### src/rtl/exb_rd_pkg.sv
package exb_rd_pkg;

  typedef enum logic [1:0] {
    RD_IDLE   = 2'd0,
    RD_STROBE = 2'd1,
    RD_GAP    = 2'd2
  } rdState_t;

  // strobes from control to datapath
  typedef struct packed {
    logic load;     // request accepted this edge
    logic active;   // bus strobes asserted
    logic capture;  // data sampled this edge
    logic advance;  // move to next beat
    logic last;     // final beat captured
  } rdStrobe_t;

endpackage

### src/rtl/exb_rdy_sync.sv
module exb_rdy_sync (
  input  logic clk,
  input  logic rstN,
  input  logic rdyIn,
  output logic rdySync
);
  logic stage1;

  // falling-edge two-flop synchroniser
  always_ff @(negedge clk or negedge rstN) begin
    if (!rstN) begin
      stage1  <= 1'b0;
      rdySync <= 1'b0;
    end else begin
      stage1  <= rdyIn;
      rdySync <= stage1;
    end
  end
endmodule

### src/rtl/exb_rd_ctrl.sv
module exb_rd_ctrl
  import exb_rd_pkg::*;
#(
  parameter int NUM_CS = 6,
  parameter int WS_W   = 2,
  parameter int BEAT_W = 3,
  localparam int CS_W  = (NUM_CS > 1) ? $clog2(NUM_CS) : 1
) (
  input  logic                   clk,
  input  logic                   rstN,
  input  logic                   reqValid,
  input  logic [BEAT_W-1:0]      reqBeats,
  input  logic [CS_W-1:0]        reqCs,
  input  logic [NUM_CS-1:0]      cfgSeqEn,
  input  logic [NUM_CS*WS_W-1:0] cfgWsNseq,
  input  logic [NUM_CS*WS_W-1:0] cfgWsSeq,
  input  logic                   rdySync,
  output logic                   reqAck,
  output rdStrobe_t              strb
);
  rdState_t          state;
  logic [WS_W-1:0]   waitCnt;
  logic [BEAT_W-1:0] beatsLeft;
  logic              seqEnL;
  logic [WS_W-1:0]   wsNL, wsSL;

  logic              selSeqEn;
  logic [WS_W-1:0]   selWsN, selWsS;
  logic              dataPoint;

  // pick the configuration of the addressed chip select
  always_comb begin
    selSeqEn = 1'b0;
    selWsN   = '0;
    selWsS   = '0;
    for (int i = 0; i < NUM_CS; i++) begin
      if (reqCs == CS_W'(i)) begin
        selSeqEn = cfgSeqEn[i];
        selWsN   = cfgWsNseq[i*WS_W +: WS_W];
        selWsS   = cfgWsSeq[i*WS_W +: WS_W];
      end
    end
  end

  always_comb begin
    strb.load    = (state == RD_IDLE) && reqValid;
    strb.active  = (state == RD_STROBE);
    dataPoint    = strb.active && (waitCnt == '0);
    strb.capture = dataPoint && rdySync;
    strb.last    = strb.capture && (beatsLeft == '0);
    strb.advance = strb.capture && (beatsLeft != '0);
    reqAck       = strb.load;
  end

  always_ff @(posedge clk or negedge rstN) begin
    if (!rstN) begin
      state     <= RD_IDLE;
      waitCnt   <= '0;
      beatsLeft <= '0;
      seqEnL    <= 1'b0;
      wsNL      <= '0;
      wsSL      <= '0;
    end else begin
      case (state)
        RD_IDLE: begin
          if (strb.load) begin
            state     <= RD_STROBE;
            waitCnt   <= selWsN;
            beatsLeft <= reqBeats;
            seqEnL    <= selSeqEn;
            wsNL      <= selWsN;
            wsSL      <= selWsS;
          end
        end
        RD_STROBE: begin
          if (waitCnt != '0) begin
            waitCnt <= waitCnt - 1'b1;
          end else if (strb.advance) begin
            beatsLeft <= beatsLeft - 1'b1;
            waitCnt   <= seqEnL ? wsSL : wsNL;
          end else if (strb.last) begin
            state <= seqEnL ? RD_IDLE : RD_GAP;
          end
        end
        RD_GAP:  state <= RD_IDLE;
        default: state <= RD_IDLE;
      endcase
    end
  end

  // wait states keep the strobe alive
  assert_min_wait_R3: assert property (@(posedge clk) disable iff (!rstN)
    (state == RD_STROBE && waitCnt != '0) |=> (state == RD_STROBE));

  // a low ready holds the beat in place
  assert_ready_stall_R8: assert property (@(posedge clk) disable iff (!rstN)
    (dataPoint && !rdySync) |=> (state == RD_STROBE && $stable(beatsLeft)));

  // idle gap only when sequential access is off
  assert_gap_R9: assert property (@(posedge clk) disable iff (!rstN)
    (strb.last && !seqEnL) |=> (state == RD_GAP));

  assert_no_gap_R9: assert property (@(posedge clk) disable iff (!rstN)
    (strb.last && seqEnL) |=> (state == RD_IDLE));
endmodule

### src/rtl/exb_rd_datapath.sv
module exb_rd_datapath
  import exb_rd_pkg::*;
#(
  parameter int ADDR_W = 28,
  parameter int DATA_W = 32,
  parameter int NUM_CS = 6,
  localparam int CS_W  = (NUM_CS > 1) ? $clog2(NUM_CS) : 1
) (
  input  logic              clk,
  input  logic              rstN,
  input  rdStrobe_t         strb,
  input  logic [ADDR_W-1:0] reqAddr,
  input  logic [CS_W-1:0]   reqCs,
  input  logic              reqWord,
  input  logic [DATA_W-1:0] busData,
  output logic [NUM_CS-1:0] busCsN,
  output logic              busOeN,
  output logic [ADDR_W-1:0] busAddr,
  output logic              busWord,
  output logic [DATA_W-1:0] rdData,
  output logic              rdValid,
  output logic              rdDone
);
  logic [CS_W-1:0]   csQ;
  logic              doneQ;
  logic [ADDR_W-1:0] addrStep;

  assign addrStep = busWord ? ADDR_W'(4) : ADDR_W'(1);
  assign busOeN   = !strb.active;

  for (genvar i = 0; i < NUM_CS; i++) begin : g_cs
    assign busCsN[i] = !(strb.active && (csQ == CS_W'(i)));
  end

  always_ff @(posedge clk or negedge rstN) begin
    if (!rstN) begin
      busAddr <= '0;
      csQ     <= '0;
      busWord <= 1'b0;
      rdData  <= '0;
      rdValid <= 1'b0;
      doneQ   <= 1'b0;
      rdDone  <= 1'b0;
    end else begin
      if (strb.load) begin
        busAddr <= reqAddr;
        csQ     <= reqCs;
        busWord <= reqWord;
      end else if (strb.advance) begin
        busAddr <= busAddr + addrStep;
      end
      if (strb.capture) rdData <= busData;
      rdValid <= strb.capture;
      doneQ   <= strb.last;
      rdDone  <= doneQ;
    end
  end

  assert_one_cs_R2: assert property (@(posedge clk) disable iff (!rstN)
    !busOeN |-> ($countones(~busCsN) == 1));

  assert_idle_cs_R1: assert property (@(posedge clk) disable iff (!rstN)
    busOeN |-> (&busCsN));

  assert_burst_hold_R6: assert property (@(posedge clk) disable iff (!rstN)
    strb.advance |=> (!busOeN && $stable(busCsN)));

  assert_addr_step_R5: assert property (@(posedge clk) disable iff (!rstN)
    strb.advance |=> (busAddr == $past(busAddr) + ($past(busWord) ? ADDR_W'(4) : ADDR_W'(1))));

  assert_done_follows_R7: assert property (@(posedge clk) disable iff (!rstN)
    rdDone |-> $past(rdValid));
endmodule

### src/rtl/exp_read_ctrl.sv
module exp_read_ctrl
  import exb_rd_pkg::*;
#(
  parameter int ADDR_W = 28,
  parameter int DATA_W = 32,
  parameter int NUM_CS = 6,
  parameter int WS_W   = 2,
  parameter int BEAT_W = 3,
  localparam int CS_W  = (NUM_CS > 1) ? $clog2(NUM_CS) : 1
) (
  input  logic                   clk,
  input  logic                   rstN,
  input  logic                   reqValid,
  output logic                   reqAck,
  input  logic [ADDR_W-1:0]      reqAddr,
  input  logic [BEAT_W-1:0]      reqBeats,
  input  logic [CS_W-1:0]        reqCs,
  input  logic                   reqWord,
  input  logic [NUM_CS-1:0]      cfgSeqEn,
  input  logic [NUM_CS*WS_W-1:0] cfgWsNseq,
  input  logic [NUM_CS*WS_W-1:0] cfgWsSeq,
  output logic [DATA_W-1:0]      rdData,
  output logic                   rdValid,
  output logic                   rdDone,
  output logic [NUM_CS-1:0]      busCsN,
  output logic                   busOeN,
  output logic [ADDR_W-1:0]      busAddr,
  output logic                   busWord,
  input  logic [DATA_W-1:0]      busData,
  input  logic                   busRdy
);
  rdStrobe_t strb;
  logic      rdySync;

  exb_rdy_sync u_sync (
    .clk(clk), .rstN(rstN), .rdyIn(busRdy), .rdySync(rdySync)
  );

  exb_rd_ctrl #(.NUM_CS(NUM_CS), .WS_W(WS_W), .BEAT_W(BEAT_W)) u_ctrl (
    .clk(clk), .rstN(rstN), .reqValid(reqValid), .reqBeats(reqBeats),
    .reqCs(reqCs), .cfgSeqEn(cfgSeqEn), .cfgWsNseq(cfgWsNseq),
    .cfgWsSeq(cfgWsSeq), .rdySync(rdySync), .reqAck(reqAck), .strb(strb)
  );

  exb_rd_datapath #(.ADDR_W(ADDR_W), .DATA_W(DATA_W), .NUM_CS(NUM_CS)) u_dp (
    .clk(clk), .rstN(rstN), .strb(strb), .reqAddr(reqAddr), .reqCs(reqCs),
    .reqWord(reqWord), .busData(busData), .busCsN(busCsN), .busOeN(busOeN),
    .busAddr(busAddr), .busWord(busWord), .rdData(rdData),
    .rdValid(rdValid), .rdDone(rdDone)
  );

  // no acceptance while the bus strobe is out
  assert_busy_no_ack_R11: assert property (@(posedge clk) disable iff (!rstN)
    reqAck |-> busOeN);
endmodule

### config.mk
export PLATFORM = sky130hd
export DESIGN_NAME = exp_read_ctrl
export DESIGN_NICKNAME = d
export VERILOG_FILES = /design/src/rtl/exb_rd_pkg.sv /design/src/rtl/exb_rdy_sync.sv /design/src/rtl/exb_rd_ctrl.sv /design/src/rtl/exb_rd_datapath.sv /design/src/rtl/exp_read_ctrl.sv
export SDC_FILE = /design/constraint.sdc
export NUM_CORES = 1
export LEC_CHECK = 0
export BUFFER_PORTS_ARGS = -buffer_cell sky130_fd_sc_hd__clkbuf_2
export CELL_PAD_IN_SITES_DETAIL_PLACEMENT = 1
export CELL_PAD_IN_SITES_GLOBAL_PLACEMENT = 1
export CORE_MARGIN = 2
export CORE_UTILIZATION = 39
export DETAILED_ROUTE_END_ITERATION = 12
export PLACE_DENSITY = 0.93
export SLEW_MARGIN = 25
export SYNTH_ARGS = -nofsm -noshare
export SYNTH_HDL_FRONTEND = slang
export SYNTH_HIERARCHICAL = 1
export SYNTH_SLANG_ARGS = --single-unit
### constraint.sdc
create_clock -name clk -period 7.9 [get_ports clk]
set_input_delay 0 -clock clk [delete_from_list [all_inputs] [get_ports clk]]
set_output_delay 0 -clock clk [all_outputs]
set_load 0.01 [all_outputs]
# Word-level counts from Yosys, hierarchy flattened
# Cells that the tools add are included.
# op_classes
n_addsub	3
n_eq_ne	17
mux	36
n_reduce_logical	31
# ops
cell	n
two-way mux 28 bit	2
two-way mux 2 bit	21
adder 28 bit	1
equality test 3 x 2 -> 1 bit (second input constant)	4
equality test 3 bit (second input constant)	4
two-way mux 3 bit	4
logical AND 1 bit	11
!= test 2 bit (second input constant)	5
zero test 3 bit	3
case mux 2 bit (2 select lines)	2
AND reduction 4 bit	2
zero test 1 bit	7
equality test 3 x 1 -> 1 bit (second input constant)	2
two-way mux 1 bit	6
case mux 3 bit (2 select lines)	1
nonzero test 2 bit	3
zero test 2 bit	2
!= test 3 bit (second input constant)	1
AND reduction 3 bit	1
nonzero test 3 bit	1
subtractor 3 x 1 -> 3 bit (second input constant)	1
equality test 2 x 1 -> 1 bit (second input constant)	1
AND reduction 2 bit	1
subtractor 2 x 1 -> 2 bit (second input constant)	1
# totals
regBits	81
in_bits	101
wordCells	102

# Longest topological paths before layout
# Gate-level depths: netlist (run 1).
# logic_depth
ltp_word	9
depth_mapped	12

# Hierarchy
# The synthesis (run 1) kept the hierarchy.
# by_module_without_submodules
module	n_inst	cells_per_inst	area_per_inst_um2	seq_area_each_um2
exb_rd_datapath	1	300	3231.8	1676.6
exb_rd_ctrl	1	106	948.4	300.3
exb_rdy_sync	1	2	50.0	50.0

==> metrics.md, run 1 <==
| Metric | Value |
|---|---|
| Gr ovfl total | 0 |
| Post-CTS resize count | 0 |
| Ant diodes | 0 |
| Hold Crit Start | reqBeats[0] |
| CTS root buf | clkbuf_8 |
| Crit. End Element | flop |
| Number of I/O pins | 172 |
| Psw | 0.8273 mW |
| Initial drt markers | 244 |
| Outcome | completed |
| Antenna violations before repair | 0 |
| Sequential Power Share | 0.401 |
| Clock skew | 0.02171 ns |
| First-pass GRT wire length | 22230 um |
| HPWL Detailed | 9020 um |
| Internal | around 1.2 mW |
| Clock Path Buffers | 2 |
| Area growth syn-to-layout | 42.00% |
| R2R cell count | 6 |
| Largest net degree at the start of global routing | 70 |
| Critical Path Max Stage Delay | 0.69 ns |
| Clock share of power | 0.148 |
| Max H-tree Level | 3 |
| Yosys top cell area share | 0.4673 |
| Core box area | 10700 um^2 |
| EDFF count, synth | 0 |
| Worst-Margin Slew | between 0.8 and 0.9 ns |
| Final setup viols | 0 |
| PD cells | 332.4 nW/um^2 |
| Nets | between 700 and 800 |
| Postcts setup bufs | 0 |
| Critical-path top delay cell | or4_1 |
| Drt wl/cell | 18.04 um |
| Post-layout util | 0.5615 |
| Post-synthesis cell count | 408 |
| Lkg Pwr | roughly 2.8 nW |
| Worst EP arrival | 6.78 ns |
| Worst path cell trace | and3_1 > and2b_1 > nand4_2 > or4_1 > or3_1 > a31oi_1 |
| Die ar. | 11700 um^2 |
| Setup tns final | 0 ns |
| Synth Area in Compound Gates | 0.1130 |
| Tightest Hold Check Type | input pin to flop |
| Seq/Total Area, Yosys | 0.4791 |
| Largest family of logic cells by synthesized area | simple AND/OR/NAND/NOR gates |
| DRT antenna net count | 0 |
| Proportion of synthesized area in mux cells | 0.1290 |
| Ys flop type | dfrtp_1 |
| Post-synthesis cell type count | 59 |
| Syn_nets | 514 |
| Number of cells on the worst hold path | 4 |
| Hold-fix buffers at CTS | 70 |
| Number of hold violations in the final report | 0 |
| Net Sw Frac | 0.4144 |
| Crit path max-delay family | simple AND/OR/NAND/NOR gates |
| Worst setup path category | flop to flop |
| Fill count | 1254 |
| Ys async rst share | 1.000 |
| Req. time, crit path | approximately 8.2 ns |
| TritonCTS clock tree | built |
| Mapped Area | 4230 um^2 |
| Synth Area in Adders | 0.01479 |
| Vias in the first global route | approximately 4400 |
| YS warnings | 6 |
| Critical path origin | u_sync/rdySync |
| Drt total wl | 14110 um |
| Max VDD drop | roughly 0.16 mV |
| Top cells by area, synth | dfrtp_1 (47%), mux2_2 (9.6%), mux2i_1 (3.3%) |
| Top cell type by total area after synthesis | dfrtp_1 |
| Combinational Power Share | 0.451 |
| Initial Utilization | 0.3954 |
| Max cap viols | 0 |
| Simple-Gate Fraction of Synth Area | 0.1902 |
| XOR/XNOR Fraction of Synth Area | 0.02070 |
| Drt drc | 0 |
| Post-synthesis register bit count | 81 |
| Vias | 4126 |
| First-pass detailed-route iteration total | 4 |
| Layout cells sized above 1 | 0.3692 |
| GRT Overall Usage | 0.2463 |
| Worst setup SP type | flop |
| Number of CTS-inserted buffers | 9 |
| Die H | approximately 110 um |
| IO buf count | 171 |
| Die width | 108.2 um |
| Critical path buffers and inverters | 0 |
| Rows | 38 |
| Synth Area per Inst | just over 10 um^2 |
| Fin. max-slew vios | 0 |
| RSZ-0062 raised after global routing | no |
| Max FO, Critical Path | 11 |
| CTS sink cnt | 81 |
| Relative slew slack | 0.4208 |
| Hold_ws | 0.02508 ns |
| Clock transition time at the flip-flop clock pins of the worst setup and hold paths | approximately 0.080 ns |
| Clock latency on the worst-skew pair | about 0.36 ns |
| Reg2Reg Launch Point | u_sync/rdySync |
| Final GP Congestion | 0.7885 |
| CP Depth | 6 |
| Vias per Instance | 5.276 |
-- state kept, by name (all words and copies together) (netlist names) --
register / flops
u_ctrl/wsNL: 2
u_sync/rdySync: 1
u_dp/rdValid: 1
u_dp/rdDone: 1
u_dp/busWord: 1
u_ctrl/seqEnL: 1
u_ctrl/wsSL: 2
u_dp/csQ: 3
u_ctrl/waitCnt: 2
u_dp/rdData: 32
u_ctrl/state: 2
u_sync/stage1: 1
u_dp/doneQ: 1
u_dp/busAddr: 28
u_ctrl/beatsLeft: 3
-- final timing paths --
path	end	slack, ns
worst max-delay path	u_dp/busAddr[17]	1.40
worst min-delay path	u_ctrl/beatsLeft[0]	0.03
worst max register to register	u_dp/busAddr[17]	1.40
min in group asynchronous	u_dp/csQ[1]	0.04
max in group asynchronous	u_sync/stage1	3.80
worst min register to register	u_sync/rdySync	0.30
-- cell families (layout without fill, tap and decap cells) --
family          count (synthesis)  after routing
xor+xnor                       10             10
flops                          81             81
fa+ha+maj                       5              5
buf+inv                        41            275
compound gates                 69             69
mux                            50             50
simple gates                  152            152
-- per-stage QoR --
step | total power [mW] | instances | cell area (um^2) | setup slack [ns]
after floorplan | 1.307 | 408 | 4230 | 1.788
after global placement | 1.582 | 696 | 5119 | 1.490
after CTS | 1.978 | 782 | 6007 | 1.430
after global routing | 2.144 | 782 | 6007 | 1.278
final | 1.996 | 782 | 6007 | 1.403
after detailed placement | 1.650 | 696 | 5119 | 1.419
-- worst min-delay path: cells and delay by family --
| kind | cells | cell delay (ns) |
|---|---|---|
| buffers and inverters | 1 | 0.10 |
| and+or+nand+nor | 3 | 0.25 |
-- final cells by class --
class | count | area [um^2] | area share
sequential | 81 | 2027 | 0.3374
multi-input combinational | 286 | 1978 | 0.3293
timing repair buffer | 243 | 1574 | 0.2620
tap | 140 | 175.2 | 0.02916
clock buffer | 11 | 131.4 | 0.02187
inverter | 16 | 65.06 | 0.01083
clock inverter | 5 | 56.30 | 0.009373
-- power groups by stage --
stage,clock [mW],sequential [mW],combinational (mW)
after CTS,0.305,0.787,0.885
after floorplan,0,0.827,0.480
final,0.296,0.800,0.901
after global placement,0,0.773,0.809
after detailed placement,0,0.795,0.855
after global routing,0.327,0.828,0.990
-- layout by cell type (no fill, tap or decap), types with 4 or more instances in the layout --
master | synthesis | layout
a21oi_1 | 5 | 5
a31oi_1 | 6 | 6
clkbuf_2 | 0 | 170
clkbuf_8 | 2 | 9
dfrtp_1 | 79 | 79
dlygate4sd3_1 | 0 | 70
ha_1 | 5 | 5
inv_1 | 15 | 15
mux2_2 | 36 | 36
mux2i_1 | 14 | 14
nand2_1 | 37 | 37
nand3_1 | 21 | 21
nand4_1 | 12 | 12
nor2_1 | 27 | 27
nor2b_1 | 6 | 6
nor3_1 | 12 | 12
o211ai_1 | 4 | 4
o21ai_0 | 23 | 23
o31ai_1 | 4 | 4
or4_1 | 8 | 8
xnor2_1 | 4 | 4
xor2_1 | 6 | 6
-- per-layer routing --
metal	routed length, um	vias to the layer above	GRT usage
met4	274	0	0.08883
li1	-	1940	-
met3	975	23	0.05485
met1	5818	2002	0.2888
met5	0	-	0
met2	7039	161	0.4412
-- synthesized netlist by cell type (all sizes together) (2+ instances only) --
library cell	number
a21oi	5
a211o	2
nand4	13
nand2b	3
nand3	22
nor3	12
dfrtn	2
a311o	3
and2b	2
o2bb2ai	3
nor2b	6
o21ai	26
ha	5
and4	3
a31oi	6
and3	2
xnor2	4
mux2i	14
a22oi	3
o31ai	4
o311ai	3
o211ai	4
inv	15
or3	4
or2	3
nor4b	2
nor2	27
buf	14
xor2	6
nand2	37
or4	9
nand3b	3
and2	2
mux2	36
a221oi	5
dfrtp	79
clkbuf	11
No activity file was read; power rests on OpenSTA's default activity.
==> run 2: changes to the inputs <==
- CORE_UTILIZATION: 39 -> 36
- PLACE_DENSITY: 0.93 -> 0.87
- clock period: 7.9 -> 6.1 ns (I/O delays scaled with it)
==> run 2 against run 1 <==
  * Die area increased by 8.0%
  * Total power grew 37%
  * Cell area up 1.8%
  * Sequential share of layout area shrank 0.59 points
  * Sequential power up 29%
  * Cell count rose by 0.26%
==> metrics.md, run 2 (synthesis gave the netlist of run 1 again) <==
| Metric | Value |
|---|---|
| First-pass GRT wire length | 23110 um (+3.9%) |
| IO buf count | 171 (unchanged) |
| Clock skew | 0.01290 ns (-0.008810 ns) |
| Combinational Power Share | 0.421 (-0.030) |
| Die H | 112.4 um (+3.9%) |
| Setup tns final | 0 ns (unchanged) |
| Max FO, Critical Path | 11 (unchanged) |
| Post-route setup slack | 0.4434 ns (-0.9592 ns) |
| Fin. max-slew vios | 0 (unchanged) |
| Number of I/O pins | 172 (unchanged) |
| Hold_ws | 0.02701 ns (+0.001924 ns) |
| Vias per Instance | 5.274 (about the same) |
| Vias in the first global route | 4542 (+2.9%) |
| Relative slew slack | 0.4537 (+0.03282) |
| Clock share of power | 0.202 (+0.054) |
| Drt wl/cell | 17.97 um (-0.42%) |
| First-pass detailed-route iteration total | 4 (unchanged) |
| Most frequent cells in the layout | clkbuf_2 (170), dfrtp_1 (79), dlygate4sd3_1 (69), nand2_1 (37), mux2_2 (36) |
| Tightest Hold Check Type | input pin to flop |
| Drt drc | 0 (unchanged) |
| GRT Overall Usage | 0.2291 (-0.01722) |
| Req. time, crit path | 6.36 ns (-1.82 ns) |
| Critical path origin | u_sync/rdySync |
| Worst slack at placement | 0.4918 ns (-0.9272 ns) |
| PD cells | 448.3 nW/um^2 (+35%) |
| Core box area | 11470 um^2 (+7.2%) |
| CTS root buf | clkbuf_16 |
| CTS sink cnt | 81 (unchanged) |
| Final setup viols | 0 (unchanged) |
| Max VDD drop | 0.2369 mV (+46%) |
| Antenna violations before repair | 0 (unchanged) |
| Crit. End Element | flop |
| Sequential Power Share | 0.377 (-0.024) |
| Initial drt markers | 168 (-31%) |
| Worst EP arrival | 5.92 ns (-0.86 ns) |
| Largest net degree at the start of global routing | 68 (-2.9%) |
| Clock transition time at the flip-flop clock pins of the worst setup and hold paths | 0.06 ns (-0.02 ns) |
| Gr ovfl total | 0 (unchanged) |
| TritonCTS clock tree | built |
| DRT antenna net count | 0 (unchanged) |
| Reg2Reg Launch Point | u_sync/rdySync |
| Worst setup path category | flop to flop |
| Area growth syn-to-layout | 44.54% |
| Worst setup SP type | flop |
| Ant diodes | 0 (unchanged) |
| HPWL Detailed | 9040 um (+0.22%) |
| Drt total wl | 14090 um (-0.16%) |
| Initial Utilization | 0.3689 (-0.02654) |
| Layout cells sized above 1 | 0.3729 (+0.003696) |
| Top Registers | u_dp/rdData: 32 flops, u_dp/busAddr: 28 flops |
| Outcome | completed |
| Max H-tree Level | 3 (unchanged) |
| Most flops, register | u_dp/rdData |
| Die ar. | 12630 um^2 (+8.0%) |
| Hold Crit Start | cfgWsSeq[6] |
| Die width | 112.4 um (+3.9%) |
| Rows | 39 (+2.6%) |
| Vias | 4135 (+0.22%) |
| Lkg Pwr | 2.830 nW (+1.6%) |
| Psw | 1.094 mW (+32%) |
| Number of hold violations in the final report | 0 (unchanged) |
| Max cap viols | 0 (unchanged) |
| Clock latency on the worst-skew pair | 0.34 ns (-0.02 ns) |
| Commonest non-fill, non-tap cell in the layout | clkbuf_2 |
| Nets | 742 (-0.13%) |
| Clock Path Buffers | 2 (unchanged) |
| Final GP Congestion | 0.7719 (-2.1%) |
| Finished Cell Area | 6115 um^2 (+1.8%) |
| Worst-Margin Slew | 0.8165 ns (-0.05225 ns) |
| RSZ-0062 raised after global routing | no |
| Number of CTS-inserted buffers | 9 (unchanged) |
| Net Sw Frac | 0.3992 (-0.01514) |
| Internal | 1.647 mW (+41%) |
| Post-layout util | 0.5332 (-0.02830) |
| Dpl cell area | 5122 um^2 (about the same) |
| Largest register FFs | 32 (unchanged) |
| Postcts setup bufs | 0 (unchanged) |
run 2: cell types whose count changed in the layout (fill, tap and decap cells not counted), sizes merged:
cell / change
clkinvlp: +1
dlygate4sd3: -1
clkinv: -2
clkbuf: -2
inv: +3
run 2: worst max-delay path, cell delays in order (launching register included):
cell and delay (ns):
dfrtn_1 0.42, and3_1 0.17, and2b_1 0.34, nand4_2 0.33, or4_1 0.70, or3_1 0.41
a31oi_1 0.16
run 2: worst paths after layout:
kind	slack, ns	cells past startpoint	to
worst max-delay path	0.44	6	u_dp/busAddr[17]
worst min-delay path	0.03	3	u_ctrl/wsSL[0]
worst max register to register	0.44	6	u_dp/busAddr[17]
worst min register to register	0.30	0	u_sync/rdySync
max in group asynchronous	2.69	2	u_sync/stage1
min in group asynchronous	0.15	2	u_dp/busAddr[18]
run 2: layout make-up:
cell class / instances / area (um^2)
Clock buffer: 9 / 225.2
Tap cell: 143 / 178.9
Sequential cell: 81 / 2027
Clock inverter: 7 / 76.32
Fill cell: 1312 / 5353
Inverter: 16 / 65.06
Timing Repair Buffer: 242 / 1564
Multi-Input combinational cell: 286 / 1978
run 2: timing repair:
action / 4_1_cts / 5_1_grt
hold buffers: 69 / 0
endpoints found under the setup margin: 0 / 0
resized for setup: 0 / 0
hold endpoints to repair: 96 / 0
run 2: through the flow:
| stage | std cells | power, mW |
|---|---|---|
| final | 784 | 2.741 |
| after CTS | 784 | 2.727 |
| after detailed placement | 699 | 2.133 |
| after floorplan | 408 | 1.692 |
| after global placement | 699 | 2.052 |
| after global routing | 784 | 2.932 |
run 2: layer usage:
layer	global-route usage	wire, um	up-vias
met2	0.4177	7199	162
met1	0.2666	5765	2007
met4	0.07073	241	0
met3	0.05400	878	25
li1	-	-	1941
met5	0	0	-
run 2: power by group through the flow:
stage                     Clock, mW  Combinational, mW  Sequential [mW]
after floorplan                   0              0.621             1.07
after global placement            0               1.05             1.00
after detailed placement          0               1.10             1.03
after CTS                     0.562               1.14             1.02
after global routing          0.589               1.27             1.07
final                         0.555               1.15             1.03
==> run 3: changes to the inputs <==
- CORE_UTILIZATION: 36 -> 30
- PLACE_DENSITY: 0.87 -> 0.76
==> run 3 against run 2 <==
  * Global-route usage fell by 4.7 points
  * Register-to-register slack gained 0.05 ns
  * Worst setup slack improved by 0.052 ns
  * Cell count rose by 4.8%
  * Sequential power about the same
  * Count of clock-buffer cells in the layout is 5 higher
  * Total power decreased by 0.46%
  * Routed wire length down 4.4%
  * First-iteration DRC count rose by 15%
  * Die area is 19% higher
  * Core utilization down 8.6 points
==> metrics.md, run 3 (synthesis gave the netlist of run 1 again) <==
| Metric | Value |
|---|---|
| Outcome | completed |
| HPWL Detailed | 9209 um (+1.9%) |
| DP Cell Count | 736 (+5.3%) |
| Gr ovfl total | 0 (unchanged) |
| Top Registers | u_dp/rdData: 32 flops, u_dp/busAddr: 28 flops |
| Non-filler cells, final | 822 (+4.8%) |
| Die width | 122.7 um (+9.2%) |
| Critical-path top delay cell | or4_1 |
| Ant diodes | 0 (unchanged) |
| R2R cell count | 6 (unchanged) |
| Number of CTS-inserted buffers | 9 (unchanged) |
| Drt wl/cell | 16.38 um (-8.8%) |
| Worst slack at placement | 0.4873 ns (-0.004461 ns) |
| Worst EP arrival | 5.86 ns (-0.06 ns) |
| Vias per Instance | 4.932 (-6.5%) |
| Req. time, crit path | 6.36 ns (about the same) |
| Area growth syn-to-layout | 46.05% |
| Footprint of the multi-input gates | 1978 um^2 (unchanged) |
| Tot Pwr | 2.729 mW (-0.46%) |
| Fin. max-slew vios | 0 (unchanged) |
| Max VDD drop | 0.1849 mV (-22%) |
| PD cells | 441.6 nW/um^2 (-1.5%) |
| Clock Path Buffers | 2 (unchanged) |
| Lkg Pwr | 2.844 nW (+0.50%) |
| Clock skew | 0.01018 ns (-0.002717 ns) |
| Clock transition time at the flip-flop clock pins of the worst setup and hold paths | 0.06 ns (about the same) |
| Vias | 4054 (-2.0%) |
| Worst path cell trace | and3_1 > and2b_1 > nand4_2 > or4_1 > or3_1 > a31oi_1 |
| Number of I/O pins | 172 (unchanged) |
| RSZ-0062 raised after global routing | no |
| Number of hold violations in the final report | 0 (unchanged) |
| Worst-Margin Slew | 0.7940 ns (-0.02250 ns) |
| Post-CTS resize count | 0 (unchanged) |
| Post-route setup slack | 0.4953 ns (+0.05196 ns) |
| DRT antenna net count | 0 (unchanged) |
| Largest net degree at the start of global routing | 68 (unchanged) |
| GRT Overall Usage | 0.1820 (-0.04709) |
| Final setup viols | 0 (unchanged) |
| Hold_ws | 0.02777 ns (+0.0007653 ns) |
| Initial Utilization | 0.3059 (-0.06296) |
| Worst setup path category | flop to flop |
| Nets | 743 (+0.13%) |
| Rows | 43 (+10%) |
| Drt drc | 0 (unchanged) |
| Die ar. | 15070 um^2 (+19%) |
| Crit. End Element | flop |
| IO buf count | 171 (unchanged) |
| Worst setup SP type | flop |
| Final GP Congestion | 0.7577 (-1.8%) |
| Most frequent cells in the layout | clkbuf_2 (170), dfrtp_1 (79), dlygate4sd3_1 (70), nand2_1 (37), mux2_2 (36) |
| Most flops, register | u_dp/rdData |
| CTS root buf | clkbuf_16 |
| Layout cells sized above 1 | 0.3692 (-0.003696) |
| Crit path max-delay family | simple AND/OR/NAND/NOR gates |
| CTS sink cnt | 81 (unchanged) |
| Vias in the first global route | 4310 (-5.1%) |
| Antenna violations before repair | 0 (unchanged) |
| Relative slew slack | 0.4687 (+0.01506) |
| First-pass GRT wire length | 21270 um (-7.9%) |
| Largest register FFs | 32 (unchanged) |
| Commonest non-fill, non-tap cell in the layout | clkbuf_2 |
| First-pass detailed-route iteration total | 4 (unchanged) |
| Setup tns final | 0 ns (unchanged) |
| Max H-tree Level | 3 (unchanged) |
| TritonCTS clock tree | built |
| Die H | 122.7 um (+9.2%) |
| Number of cells on the worst hold path | 3 (unchanged) |
| Max FO, Critical Path | 11 (unchanged) |
| Initial drt markers | 193 (+15%) |
| Max cap viols | 0 (unchanged) |
| Tightest Hold Check Type | input pin to flop |
| Critical path buffers and inverters | 0 (unchanged) |
| Register Area | 2027 um^2 (unchanged) |
| Critical Path Max Stage Delay | 0.68 ns (-0.02 ns) |
| Fill count | 1597 (+22%) |
| Hold-fix buffers at CTS | 70 (+1.4%) |
| Drt total wl | 13460 um (-4.4%) |
| Clock latency on the worst-skew pair | 0.34 ns (about the same) |
| Postcts setup bufs | 0 (unchanged) |
| CP Depth | 6 (unchanged) |
| Core box area | 13830 um^2 (+21%) |
## run 3: changes by cell type in the layout (fill, tap and decap cells not counted), sizes merged
cell,before,now
clkinvlp,2,0
dlygate4sd3,69,70
inv,18,15
clkbuf,179,184
## run 3: final cells by class
type                    instances  area share
clock buffers                  14     0.04435
clock inverters                 2    0.005670
inverters                      16     0.01053
multi-input cells             286      0.3202
flip-flops and latches         81      0.3281
well taps                     180     0.03645
repair buffers                243      0.2548
## run 3: final timing paths
check	start	endpoint	slack, ns
worst min register to register	u_sync/stage1	u_sync/rdySync	0.30
max in group asynchronous	rstN	u_sync/stage1	2.64
min in group asynchronous	rstN	u_dp/csQ[1]	0.17
worst max register to register	u_sync/rdySync	u_dp/busAddr[17]	0.50
worst max-delay path	u_sync/rdySync	u_dp/busAddr[17]	0.50
worst min-delay path	cfgWsSeq[6]	u_ctrl/wsSL[0]	0.03
## run 3: worst reg2reg max path, stage by stage (launching register included)
cell and delay, ns:
dfrtn_1 0.42, and3_1 0.17, and2b_1 0.34, nand4_2 0.32, or4_1 0.68, or3_1 0.39, a31oi_1 0.17
## run 3: stage by stage
step / area (um^2) / util
after floorplan: 4230 / -
after global placement: 5169 / 0.3738
after detailed placement: 5169 / 0.3738
after CTS: 6178 / 0.4468
after global routing: 6178 / 0.4468
final: 6178 / 0.4468
## run 3: report_power, final
part / leakage (nW) / switching (mW) / internal (mW)
Sequential: 0.964 / 0.240 / 0.790
Clock: 0.153 / 0.209 / 0.350
Combinational: 1.73 / 0.602 / 0.537
## run 3: routing by layer
layer | share of wire | global-route usage | wire length (um)
met1 | 0.42 | 0.2178 | 5690
met2 | 0.49 | 0.3153 | 6598
met3 | 0.069 | 0.03996 | 925
met4 | 0.018 | 0.07399 | 249
met5 | 0 | 0 | 0
